## config.mk

```make
export PLATFORM = sky130hd
export DESIGN_NAME = buck_mode_ctrl
export DESIGN_NICKNAME = d
export VERILOG_FILES = /design/src/rtl/buck_ctl_pkg.sv /design/src/rtl/buck_flag_sync.sv /design/src/rtl/buck_zc_counter.sv /design/src/rtl/buck_mode_fsm.sv /design/src/rtl/buck_gate_cell.sv /design/src/rtl/buck_dead_time.sv /design/src/rtl/buck_mode_ctrl.sv
export SDC_FILE = /design/constraint.sdc
export NUM_CORES = 1
export LEC_CHECK = 0
export ABC_AREA = 1
export CAP_MARGIN = 20
export CORE_ASPECT_RATIO = 0.9
export CORE_UTILIZATION = 36
export CTS_CLUSTER_SIZE = 12
export DETAILED_ROUTE_END_ITERATION = 16
export GPL_ROUTABILITY_DRIVEN = 0
export HOLD_SLACK_MARGIN = 0.12
export PLACE_DENSITY = 0.66
export SLEW_MARGIN = 20
export SYNTH_ARGS = -nofsm -noshare
export SYNTH_HDL_FRONTEND = slang
export SYNTH_SLANG_ARGS = --single-unit
export TNS_END_PERCENT = 5
```

## constraint.sdc

```tcl
create_clock -name clk -period 3.5 [get_ports clk]
set_input_delay 0.35 -clock clk [delete_from_list [all_inputs] [get_ports clk]]
set_output_delay 0.35 -clock clk [all_outputs]
set_load 0.005 [all_outputs]
```

## src/rtl/buck_ctl_pkg.sv

```systemverilog
package buck_ctl_pkg;

  typedef enum logic [1:0] {
    MODE_PWM   = 2'd0,
    MODE_PULSE = 2'd1,
    MODE_IDLE  = 2'd2
  } mode_e;

  typedef enum logic [1:0] {
    PH_OFF  = 2'd0,
    PH_HIGH = 2'd1,
    PH_LOW  = 2'd2
  } phase_e;

  typedef struct packed {
    logic pk;
    logic oc;
    logic i20;
    logic zc;
    logic hi;
    logic nom;
    logic lo;
  } flags_t;

  localparam int NFLAGS = $bits(flags_t);

  // High-side conduction hands over to the low side; other phases are kept.
  function automatic phase_e tail_phase(phase_e ph);
    return (ph == PH_HIGH) ? PH_LOW : ph;
  endfunction

  // Low-side conduction ends at a zero crossing.
  function automatic phase_e drain_phase(phase_e ph, logic zc);
    return (ph == PH_LOW && zc) ? PH_OFF : ph;
  endfunction

  // One step of a skip pulse: end the high side on the trip, drain to zero.
  function automatic phase_e pulse_step(phase_e ph, logic trip, logic zc);
    if (ph == PH_HIGH && trip) return PH_LOW;
    return drain_phase(ph, zc);
  endfunction

endpackage

```

## src/rtl/buck_flag_sync.sv

```systemverilog
module buck_flag_sync #(
  parameter int W      = 7,
  parameter int STAGES = 2
) (
  input  logic         clk,
  input  logic         rst_n,
  input  logic [W-1:0] d,
  output logic [W-1:0] q
);
  logic [W-1:0] chain [STAGES];

  always_ff @(posedge clk or negedge rst_n) begin
    if (!rst_n) begin
      for (int s = 0; s < STAGES; s++) chain[s] <= '0;
    end else begin
      chain[0] <= d;
      for (int s = 1; s < STAGES; s++) chain[s] <= chain[s-1];
    end
  end

  assign q = chain[STAGES-1];
endmodule

```

## src/rtl/buck_zc_counter.sv

```systemverilog
module buck_zc_counter #(
  parameter int RUN = 16
) (
  input  logic clk,
  input  logic rst_n,
  input  logic tick,
  input  logic zc_s,
  input  logic count_en,
  output logic run_full
);
  localparam int CW = $clog2(RUN + 1);

  logic [CW-1:0] count_q;
  logic          zc_seen_q;
  logic          zc_cycle;

  function automatic logic [CW-1:0] next_count(logic [CW-1:0] c, logic z);
    return z ? c + 1'b1 : '0;
  endfunction

  assign zc_cycle = zc_seen_q | zc_s;
  assign run_full = count_en & tick & zc_cycle & (count_q == CW'(RUN - 1));

  always_ff @(posedge clk or negedge rst_n) begin
    if (!rst_n) begin
      zc_seen_q <= 1'b0;
    end else if (tick) begin
      zc_seen_q <= 1'b0;
    end else if (zc_s) begin
      zc_seen_q <= 1'b1;
    end
  end

  always_ff @(posedge clk or negedge rst_n) begin
    if (!rst_n) begin
      count_q <= '0;
    end else if (!count_en) begin
      count_q <= '0;
    end else if (tick) begin
      count_q <= run_full ? '0 : next_count(count_q, zc_cycle);
    end
  end


  run_clear_chk: assert property (@(posedge clk) disable iff (!rst_n)
    (count_en && tick && !zc_seen_q && !zc_s) |=> (count_q == '0));


  run_bound_chk: assert property (@(posedge clk) disable iff (!rst_n)
    (count_q < CW'(RUN)));
endmodule

```

## src/rtl/buck_mode_fsm.sv

```systemverilog
module buck_mode_fsm
  import buck_ctl_pkg::*;
(
  input  logic   clk,
  input  logic   rst_n,
  input  logic   tick,
  input  flags_t fl,
  input  logic   run_full,
  output mode_e  mode_q,
  output logic   hs_req,
  output logic   ls_req,
  output logic   count_en
);
  mode_e  mode_n;
  phase_e ph_q, ph_n;

  always_comb begin
    mode_n = mode_q;
    ph_n   = ph_q;
    case (mode_q)
      MODE_PWM: begin
        if (tick) begin
          ph_n = PH_HIGH;
          if (run_full) mode_n = MODE_PULSE;
        end else if (ph_q == PH_HIGH && (fl.pk || fl.oc)) begin
          ph_n = PH_LOW;
        end
      end
      MODE_PULSE: begin
        if (tick && fl.lo) begin
          mode_n = MODE_PWM;
          ph_n   = PH_HIGH;
        end else if (fl.hi) begin
          mode_n = MODE_IDLE;
          ph_n   = tail_phase(ph_q);
        end else if (tick) begin
          ph_n = PH_HIGH;
        end else begin
          ph_n = pulse_step(ph_q, fl.i20 || fl.oc, fl.zc);
        end
      end
      default: begin
        if (tick && fl.lo) begin
          mode_n = MODE_PWM;
          ph_n   = PH_HIGH;
        end else if (tick && fl.nom && !fl.hi) begin
          mode_n = MODE_PULSE;
          ph_n   = PH_HIGH;
        end else begin
          ph_n = drain_phase(tail_phase(ph_q), fl.zc);
        end
      end
    endcase
  end

  always_ff @(posedge clk or negedge rst_n) begin
    if (!rst_n) begin
      mode_q <= MODE_PWM;
      ph_q   <= PH_OFF;
    end else begin
      mode_q <= mode_n;
      ph_q   <= ph_n;
    end
  end

  assign hs_req   = (ph_q == PH_HIGH) && !fl.oc;
  assign ls_req   = (ph_q == PH_LOW);
  assign count_en = (mode_q == MODE_PWM);


  skip_entry_chk: assert property (@(posedge clk) disable iff (!rst_n)
    (mode_q == MODE_PULSE && $past(mode_q) == MODE_PWM) |-> $past(run_full));


  over_band_chk: assert property (@(posedge clk) disable iff (!rst_n)
    (mode_q == MODE_PULSE && fl.hi && !(tick && fl.lo)) |=> (mode_q == MODE_IDLE));


  idle_quiet_chk: assert property (@(posedge clk) disable iff (!rst_n)
    (mode_q == MODE_IDLE) |-> !hs_req);


  low_band_chk: assert property (@(posedge clk) disable iff (!rst_n)
    (mode_q != MODE_PWM && tick && fl.lo) |=> (mode_q == MODE_PWM));
endmodule

```

## src/rtl/buck_gate_cell.sv

```systemverilog
module buck_gate_cell #(
  parameter int DT = 3
) (
  input  logic clk,
  input  logic rst_n,
  input  logic req,
  input  logic other_gate,
  input  logic other_ready,
  output logic gate,
  output logic ready
);
  localparam int DW = $clog2(DT + 1);

  logic [DW-1:0] low_cnt;

  always_ff @(posedge clk or negedge rst_n) begin
    if (!rst_n) begin
      gate    <= 1'b0;
      low_cnt <= DW'(DT);
    end else begin
      gate <= req && (gate || (!other_gate && other_ready));
      if (gate) low_cnt <= '0;
      else if (low_cnt != DW'(DT)) low_cnt <= low_cnt + 1'b1;
    end
  end

  assign ready = (low_cnt == DW'(DT));
endmodule

```

## src/rtl/buck_dead_time.sv

```systemverilog
module buck_dead_time #(
  parameter int DT = 3
) (
  input  logic clk,
  input  logic rst_n,
  input  logic hs_req,
  input  logic ls_req,
  output logic hs_gate,
  output logic ls_gate
);
  logic [1:0] req;
  logic [1:0] gate;
  logic [1:0] ready;

  assign req = {ls_req, hs_req};

  genvar i;
  generate
    for (i = 0; i < 2; i++) begin : g_side
      buck_gate_cell #(.DT(DT)) u_cell (
        .clk         (clk),
        .rst_n       (rst_n),
        .req         (req[i]),
        .other_gate  (gate[1-i]),
        .other_ready (ready[1-i]),
        .gate        (gate[i]),
        .ready       (ready[i])
      );
    end
  endgenerate

  assign hs_gate = gate[0];
  assign ls_gate = gate[1];


  no_overlap_chk: assert property (@(posedge clk) disable iff (!rst_n)
    !(hs_gate && ls_gate));


  ls_after_gap_chk: assert property (@(posedge clk) disable iff (!rst_n)
    $rose(ls_gate) |-> $past(!hs_gate));


  hs_after_gap_chk: assert property (@(posedge clk) disable iff (!rst_n)
    $rose(hs_gate) |-> $past(!ls_gate));
endmodule

```

## src/rtl/buck_mode_ctrl.sv

```systemverilog
module buck_mode_ctrl
  import buck_ctl_pkg::*;
#(
  parameter int SYNC_STAGES = 2,
  parameter int ZC_RUN      = 16,
  parameter int DT_CYCLES   = 3
) (
  input  logic       clk,
  input  logic       rst_n,
  input  logic       cycle_tick,
  input  logic       pk_trip,
  input  logic       oc_trip,
  input  logic       lite_trip,
  input  logic       zc_flag,
  input  logic       vout_high,
  input  logic       vout_nom,
  input  logic       vout_low,
  output logic       hs_gate,
  output logic       ls_gate,
  output logic [1:0] mode
);
  logic [NFLAGS-1:0] raw_flags;
  logic [NFLAGS-1:0] sync_flags;
  flags_t            fs;
  logic              oc_s;
  logic              run_full;
  logic              count_en;
  logic              hs_req;
  logic              ls_req;
  mode_e             mode_q;

  assign raw_flags = {pk_trip, oc_trip, lite_trip, zc_flag, vout_high, vout_nom, vout_low};

  buck_flag_sync #(.W(NFLAGS), .STAGES(SYNC_STAGES)) u_sync (
    .clk   (clk),
    .rst_n (rst_n),
    .d     (raw_flags),
    .q     (sync_flags)
  );

  assign fs   = flags_t'(sync_flags);
  assign oc_s = fs.oc;

  buck_zc_counter #(.RUN(ZC_RUN)) u_run (
    .clk      (clk),
    .rst_n    (rst_n),
    .tick     (cycle_tick),
    .zc_s     (fs.zc),
    .count_en (count_en),
    .run_full (run_full)
  );

  buck_mode_fsm u_fsm (
    .clk      (clk),
    .rst_n    (rst_n),
    .tick     (cycle_tick),
    .fl       (fs),
    .run_full (run_full),
    .mode_q   (mode_q),
    .hs_req   (hs_req),
    .ls_req   (ls_req),
    .count_en (count_en)
  );

  buck_dead_time #(.DT(DT_CYCLES)) u_dt (
    .clk     (clk),
    .rst_n   (rst_n),
    .hs_req  (hs_req),
    .ls_req  (ls_req),
    .hs_gate (hs_gate),
    .ls_gate (ls_gate)
  );

  assign mode = mode_q;


  oc_cut_chk: assert property (@(posedge clk) disable iff (!rst_n)
    oc_s |=> !hs_gate);


  idle_gate_chk: assert property (@(posedge clk) disable iff (!rst_n)
    (mode_q == MODE_IDLE && $past(mode_q) == MODE_IDLE) |-> !hs_gate);
endmodule

```

# Word-level counts from Yosys, hierarchy flattened
# Index checks and enable logic that the tools add are counted.
[word_totals]
ff_bits = 30
input_bits = 10
out_inout_bits = 4
wordCells = 93
[op_classes]
add_sub_neg = 3
n_eq_ne = 14
n_mux = 35
bitwise_logic = 4
reduce_logical = 27
[op_table]
columns = ["op", "n"]
rows = [
  ["2-bit two-way mux", 22],
  ["5-bit two-way mux", 4],
  ["1-bit logical AND", 12],
  ["2-bit == test (second input constant)", 4],
  ["2-bit != test (second input constant)", 4],
  ["2-bit case mux with 2 select lines", 2],
  ["1-bit two-way mux", 7],
  ["3-bit by 2-bit != test with 1-bit output (second input constant)", 2],
  ["6-bit by 3-bit != test with 1-bit output (second input constant)", 1],
  ["2-bit nonzero test", 3],
  ["5-bit by 1-bit adder with 5-bit output (second input constant)", 1],
  ["5-bit by 4-bit == test with 1-bit output (second input constant)", 1],
  ["2-bit by 1-bit adder with 2-bit output (second input constant)", 2],
  ["2-bit by 1-bit == test with 1-bit output (second input constant)", 2],
  ["1-bit logical NOT", 4],
  ["1-bit logical OR", 4],
  ["4-bit AND reduction", 1],
  ["4-bit nonzero test", 1],
  ["1-bit AND", 3],
  ["2-bit logical NOT", 1],
  ["2-bit AND reduction", 1],
  ["1-bit OR", 1],
]

# Logic depth before layout (Yosys ltp)
# Gate-level depths: netlist of run 1.
[depth]
word_depth = 12
depth_mapped = 9
depth_no_buf = 9

# Hierarchy
# From an unflattened synthesis of run 1, not the netlist that was laid out.
[hier_totals]
hier_cells = 159
hier_area_um2 = 1432.6
[modules_own_cells]
columns = ["module", "instances", "cells_per_inst", "area_per_inst_um2", "seq_area_each_um2"]
rows = [
  ["buck_flag_sync", 1, 21, 402.9, 350.3],
  ["buck_mode_fsm", 1, 62, 400.4, 100.1],
  ["buck_zc_counter", 1, 43, 337.8, 150.1],
  ["buck_gate_cell at u_dt.g_side[0].u_cell", 1, 16, 147.6, 77.6],
  ["buck_gate_cell at u_dt.g_side[1].u_cell", 1, 17, 143.9, 77.6],
]

# Least setup slack after synthesis of run 1
# Ideal clock, no wire load.
[synth_path]
path_kind = "register to register"
startpoint = "register u_run.count_q[0]"
endpoint = "register u_run.count_q[0]"
setup_time_ns = 0.083
arrival_ns = 1.307
required_ns = 3.417
slack_ns = 2.110
stages_incl_launch_ff = 8
path_buffers = 0
cell_sequence = "dfrtp_1 ha_1 nand2_1 nor2_1 ha_1 a21oi_1 nand3_1 o21ai_0"
[synth_via]
elab_chain_len = 5
word_cells_on_any_way = 7
[synth_rtl]
columns = ["element", "line", "text"]
rows = [
  ["start: declaration", "buck_zc_counter.sv:13", "logic [CW-1:0] count_q;"],
  ["start signal: assignment", "buck_zc_counter.sv:40", "count_q <= run_full ? '0 : next_count(count_q, zc_cycle);"],
  ["5-bit by 1-bit adder with 5-bit output / 5-bit by 4-bit == test with 1-bit output (equally long branches)", "buck_zc_counter.sv:18, buck_zc_counter.sv:22", ""],
  ["5-bit two-way mux / 1-bit AND (equally long branches)", "buck_zc_counter.sv:18, buck_zc_counter.sv:22", ""],
  ["5-bit two-way mux (*)", "buck_zc_counter.sv:40", ""],
  ["5-bit two-way mux (*)", "buck_zc_counter.sv:39", "end else if (tick) begin"],
  ["5-bit two-way mux (*)", "buck_zc_counter.sv:37", "end else if (!count_en) begin"],
]
# Every way passes the cells marked *; elsewhere a longest branch is shown, timed or not. The select of a mux whose other input is x is not followed.
# A chain may end at the register's enable or synchronous reset.

# Worst setup path in the final report of run 1
[layout_path]
startpoint = "register u_fsm.mode_q[1]"
endpoint = "output port mode[1]"
[layout_lines]
columns = ["element", "line", "text"]
rows = [
  ["start: declaration", "buck_mode_fsm.sv:9", "output mode_e mode_q,"],
  ["start signal: assignment", "buck_mode_fsm.sv:61", "mode_q <= mode_n;"],
  ["end: declaration", "buck_mode_ctrl.sv:20", "output logic [1:0] mode"],
]
# No word-level cell between the ends.

==> impl_metrics.csv, run 1 <==
group,metric,value,unit
timing,maxSlewHeadroom,76.0,%
worst_setup_path,crit_path_end_kind,"output pin",
clocking,path_clk_slew,0.06,ns
cells_and_area,fin_cells,195,
routing,ant_nets,0,
routing,vias,906,
hold_path,hold_end,"u_sync.q[5]",
clocking,cts_htree_levels,2,
timing,drv_slew,0,
cells_and_area,final_nets,169,
synth,yosysWarnings,0,
clocking,ctsResizeCount,0,
cells_and_area,nFillCells,314,
synth,yosysSeqAreaShare,56.8,%
worst_setup_path,path_delay_family,"buffers and inverters",
global_route,first_global_vias,908,
routing,drt_iter0_markers,29,
synth,synth_area,1330,um2
place,dp_hpwl,1540,um
timing,timing.fmax,602,MHz
timing,hold_viol,0,
timing,min_period_over_period,47.5,%
worst_setup_path,cp_data_arrival_time,1.31,ns
clocking,cts_setup_buffers,0,
routing,post_drt_wl_per_cell,10.5,um
timing,rsz0062_at_grt,"false",
timing,whs,0.346,ns
cells_and_area,antennaDiodeCount,0,
floorplan,rows,20,
routing,viasPerCell,4.65,
worst_setup_path,r2r_end,"u_run.count_q[1]",
clocking,clockBufferDepth,2,
place,dp_cells,188,
hold_path,whs_path_depth,0,
worst_setup_path,required,3.15,ns
global_route,antenna_found_initial,0,
timing,worst_pin_slew,0.361,ns
clocking,cts_sinks,30,
global_route,grt_max_degree,31,
worst_setup_path,rrSetupSlack,1.93,ns
global_route,grt_overflow_total,0,
floorplan,die_h,59.7,um
global_route,grt_use_total,13.3,%
status,status,"complete, no violations",
worst_setup_path,cp_max_fo,4,
clocking,clock_latency,0.28,ns
floorplan,start_util,38.5,%
worst_setup_path,cp-start-kind,"flip-flop",
power,power_density,758,nW/um2
clocking,cts_tree,"done",
power,power,1.23,mW
clocking,numCtsBuffers,5,
routing,first_pass_iters,4,
global_route,grt_pass1_wl,3760,um
cells_and_area,drive_gt1_share,18.5,%
power,p_leak,0.752,nW
cells_and_area,multi_input_area,499,um2
cells_and_area,regArea,756,um2
synth,synthDistinctLibCells,22,
hold_path,hold_path_class,"reg -> reg",
timing,setup_violations,0,
clocking,cts_hold_buf,0,
synth,syn_inst,131,
timing,fin_ws,1.84,ns
place,portBuffers,13,
timing,layout_min_cycle_time,1.66,ns
floorplan,die_w,66.1,um
timing,tns,0,ns
worst_setup_path,max_stage_delay,0.55,ns
floorplan,die_area,3940,um2
routing,remaining_drc_errors,0,
worst_setup_path,path_buf_inv,1,
clocking,root_buffer,"clkbuf_8",
worst_setup_path,path_class,"reg -> out",
worst_setup_path,path_cells,"clkdlybuf4s50_1",
synth,syn_nets,149,
floorplan,boundaryPins,14,
synth,avgSynthCellArea,10.2,um2
run,drv_cap,0,
routing,wirelength,2050,um
place,preCtsSetupSlack,1.83,ns
worst_setup_path,timing.rr.start,"u_run.count_q[0]",
floorplan,core_area,3450,um2
hold_path,hold_start,"u_sync.chain[12]",
cells_and_area,areaGrowthSynthToFinish,22.1,%
timing,skew,0.00471,ns
worst_setup_path,ff2ff_path_depth,7,
synth,ys_ff_latch,30,
worst_setup_path,cpMaxStageDelayCell,"clkdlybuf4s50_1",
power,peakVddDrop,0.366,mV
## per-stage QoR
stage / cell area [um2] / utilization (%)
global placement: 1510 / 43.8
global route: 1620 / 47.0
detailed placement: 1510 / 43.8
CTS: 1620 / 47.0
finish: 1620 / 47.0
floorplan: 1330 / -
## final cells by class
cell class	instances	share of cell area, %
flip-flops and latches	30	46.5
multi-input cells	83	30.7
repair buffers	14	8.47
clock buffers	6	5.08
inverters	17	3.93
well taps	44	3.39
clock inverters	1	1.85
## cells by family after synthesis
group / Yosys count / share of synthesized area, %
AO/OA/AOI/OAI: 19 / 8.00
XOR/XNOR: 3 / 1.98
adder cells (fa/ha/maj): 8 / 7.53
buffers and inverters: 18 / 5.64
flip-flops: 30 / 56.8
AND/OR/NAND/NOR: 53 / 20.0
## how the worst max path moves through the flow
| stage | from | to | slack, ns | cells after the start |
|---|---|---|---|---|
| floorplan | u_run.count_q[0] | u_run.count_q[0] | 2.11 | 7 |
| global placement | cycle_tick | u_fsm.mode_q[0] | 1.89 | 8 |
| detailed placement | cycle_tick | u_fsm.mode_q[0] | 1.83 | 8 |
| CTS | u_fsm.mode_q[1] | mode[1] | 1.83 | 1 |
| global route | u_run.count_q[0] | u_run.count_q[1] | 1.75 | 7 |
| finish | u_fsm.mode_q[1] | mode[1] | 1.84 | 1 |
## report_power, final
| group | switching (mW) | internal [mW] |
|---|---|---|
| clock | 0.117 | 0.227 |
| sequential | 0.0622 | 0.435 |
| combinational | 0.221 | 0.170 |
| total | 0.400 | 0.832 |
## per-layer routing
metal	routed length, um	track usage (%)	part of all wire [%]	vias up
li1	-	-	-	458
met1	933	16.2	46	416
met2	953	20.7	46	26
met3	100	4.01	4.9	6
met4	63	8.21	3.1	0
met5	0	0	0	-
## synth_stat cells (all sizes together)
master	instances	share of area, %
dfrtp	26	49
buf	1	0.85
nand2	23	7.4
nor2	18	7.3
inv	17	4.8
ha	8	7.5
nand3	12	5.3
a21oi	6	2.3
xor2	3	2.0
dfstp	4	7.9
a21boi	1	0.56
a211oi	1	0.56
o21ai	9	3.7
o22ai	2	0.94
## layout by cell type (no fill, tap or decap), types with 4 or more instances in the layout
| master | instances |
|---|---|
| nand2_1 | 20 |
| inv_1 | 13 |
| a21oi_1 | 6 |
| dfstp_2 | 4 |
| ha_1 | 8 |
| dfrtp_1 | 26 |
| inv_2 | 4 |
| clkdlybuf4s50_1 | 13 |
| nand3_1 | 10 |
| clkbuf_8 | 6 |
| o21ai_0 | 5 |
| nor2_1 | 12 |
## flip-flops by register name, indices dropped and copies added, names as in the netlist
signal,flops
u_dt.g_side.u_cell.gate,2
u_run.count_q,5
u_run.zc_seen_q,1
u_sync.q,7
u_dt.g_side.u_cell.low_cnt,4
u_fsm.mode_q,2
u_fsm.ph_q,2
u_sync.chain,7
No activity file was read; power rests on OpenSTA's default activity.
==> inputs of run 2 (changes only) <==
==> constraint.sdc (replaced) <==
create_clock -name clk -period 1.7 [get_ports clk]
set_input_delay 0.17 -clock clk [delete_from_list [all_inputs] [get_ports clk]]
set_output_delay 0.17 -clock clk [all_outputs]
set_load 0.005 [all_outputs]
==> run 2 against run 1 <==
Utilization decreased by 0.47 points. Sequential power grew 110%. Cell area down 1.0%. Sequential share of layout area is 0.47 points higher. First-iteration DRC count decreased by 14%. Highest routed layer unchanged. Critical endpoint is now u_run.count_q[0]. Total power grew 97%. Non-clock buffer count unchanged. Largest power group unchanged. Clock-buffer cell count rose by 1.
==> impl_metrics.csv, run 2 (synthesis gave the netlist of run 1 again) <==
group,metric,value,unit
worst_setup_path,cp_common_cell,"ha_1",
cells_and_area,antennaDiodeCount,0,
hold_path,hold_path_class,"in -> async",
worst_setup_path,path_cells,"ha_1 -> nand2_1 -> nor2_1 -> ha_1 -> a21oi_1 -> nand3_2 -> o21ai_0",
global_route,first_global_vias,862,
routing,first_pass_iters,4,
clocking,path_clk_slew,0.06,ns
worst_setup_path,path_buf_inv,0,
timing,setup_violations,0,
cells_and_area,areaGrowthSynthToFinish,20.9,%
worst_setup_path,required,1.90,ns
clocking,cts_setup_buffers,0,
clocking,cts_htree_levels,2,
worst_setup_path,path_delay_family,"compound AO/OA/AOI/OAI gates",
cells_and_area,final_nets,169,
worst_setup_path,cpMaxStageDelayCell,"dfrtp_1",
clocking,clockBufferDepth,2,
timing,skew,0.00518,ns
power,p_leak,0.744,nW
floorplan,boundaryPins,14,
clocking,clock_latency,0.28,ns
cells_and_area,final_common_cell,"dfrtp_1",
worst_setup_path,max_stage_delay,0.40,ns
worst_setup_path,crit_path_end_kind,"flip-flop",
power,peakVddDrop,0.550,mV
cells_and_area,fin_util,46.6,%
place,portBuffers,13,
routing,viasPerCell,4.67,
worst_setup_path,timing.rr.start,"u_run.count_q[0]",
floorplan,die_w,66.1,um
worst_setup_path,cp_max_fo,4,
power,power_density,1510,nW/um2
place,dp_hpwl,1560,um
timing,whs,0.264,ns
routing,ant_nets,0,
global_route,grt_max_degree,31,
clocking,root_buffer,"clkbuf_8",
floorplan,core_area,3450,um2
timing,layout_min_cycle_time,1.59,ns
global_route,antenna_found_initial,0,
worst_setup_path,cp_data_arrival_time,1.79,ns
timing,min_period_over_period,93.3,%
floorplan,rows,20,
routing,wirelength,2160,um
routing,vias,915,
timing,maxSlewHeadroom,75.3,%
timing,timing.fmax,630,MHz
routing,remaining_drc_errors,0,
floorplan,die_h,59.7,um
power,power,2.43,mW
cells_and_area,final_cell_mix,"26 x dfrtp_1, 20 x nand2_1, 13 x inv_1, 13 x clkdlybuf4s50_1, 12 x nor2_1",
timing,hold_viol,0,
global_route,grt_pass1_wl,3750,um
global_route,grt_use_total,13.0,%
floorplan,start_util,38.5,%
clocking,numCtsBuffers,5,
routing,drt_iter0_markers,25,
clocking,cts_sinks,30,
timing,worst_pin_slew,0.369,ns
status,status,"complete, no violations",
worst_setup_path,worstSetupStartpoint,"u_run.count_q[0]",
worst_setup_path,path_class,"reg -> reg",
run,drv_cap,0,
floorplan,die_area,3940,um2
clocking,cts_tree,"done",
timing,drv_slew,0,
global_route,grt_overflow_total,0,
routing,post_drt_wl_per_cell,11.0,um
cells_and_area,drive_gt1_share,19.1,%
worst_setup_path,cp-start-kind,"flip-flop",
run 2: cell types whose count changed in the layout (fill, tap and decap cells not counted):
cell / before / now
bufinv_16: 1 / 0
clkbuf_1: 0 / 1
clkinv_2: 0 / 1
nand3_1: 10 / 9
nand3_2: 2 / 3
o21ai_0: 5 / 4
o21ai_1: 3 / 4
run 2: report_power, final:
part           switching, mW  internal (mW)
clock                  0.257          0.326
combinational          0.465          0.354
sequential             0.131          0.894
run 2: worst reg2reg max path, delay by kind of cell (launching register included):
kind	cells	cell delay, ns
AOI/OAI and AO/OA	2	0.42
adders and majority gates	2	0.40
DFF	1	0.40
and+or+nand+nor	3	0.28
run 2: metal layers:
metal / GRT usage (%) / wire length, um / share of wire [%] / vias to the layer above
li1: - / - / - / 459
met1: 17.0 / 1010 / 47 / 424
met2: 19.4 / 985 / 46 / 25
met3: 4.01 / 108 / 5.0 / 7
met4: 7.29 / 53 / 2.5 / 0
met5: 0 / 0 / 0 / -
run 2: area by class of cell:
class	instances	area (um2)
Fill cell	337	1850
Sequential cell	30	756
Multi-Input combinational cell	83	504
Timing Repair Buffer	14	138
Clock buffer	7	86.3
Inverter	17	63.8
Tap cell	44	55.1
Clock inverter	1	5.00
run 2: what timing repair did:
item | 4_1_cts | 5_1_grt
hold buffers | 0 | 0
gates resized for setup | 0 | 2
setup endpoints to repair | 0 | 1
run 2: worst paths after layout:
check                                              endpoint  slack, ns  depth (start not counted)
max reg2reg                                u_run.count_q[0]       0.11                          7
max in group asynchronous  u_dt.g_side[0].u_cell.low_cnt[1]       1.12                          2
max                                        u_run.count_q[0]       0.11                          7
min reg2reg                                     u_sync.q[6]       0.34                          0
min in group clk                           u_sync.chain[10]       0.32                          1
min                                         u_run.zc_seen_q       0.26                          2
run 2: metrics by stage:
| step | cell area, um2 | setup TNS (ns) | cells | setup WS [ns] |
|---|---|---|---|---|
| 3_3_place_gp | 1510 | 0 | 188 | 0.200 |
| 3_5_place_dp | 1510 | 0 | 188 | 0.160 |
| 5_1_grt | 1610 | -0.00950 | 196 | -0.00950 |
| 6_report | 1610 | 0 | 196 | 0.114 |
| 2_1_floorplan | 1330 | 0 | 131 | 0.310 |
| 4_1_cts | 1600 | 0 | 196 | 0.133 |
==> inputs of run 3 (changes only) <==
--- a/config.mk
+++ b/config.mk
@@ -14,7 +14,6 @@
 export GPL_ROUTABILITY_DRIVEN = 0
 export HOLD_SLACK_MARGIN = 0.12
 export PLACE_DENSITY = 0.66
-export SLEW_MARGIN = 20
 export SYNTH_ARGS = -nofsm -noshare
 export SYNTH_HDL_FRONTEND = slang
 export SYNTH_SLANG_ARGS = --single-unit
==> results of run 3 <==
The final DEF is identical to that of run 2; final timing and power are the same.
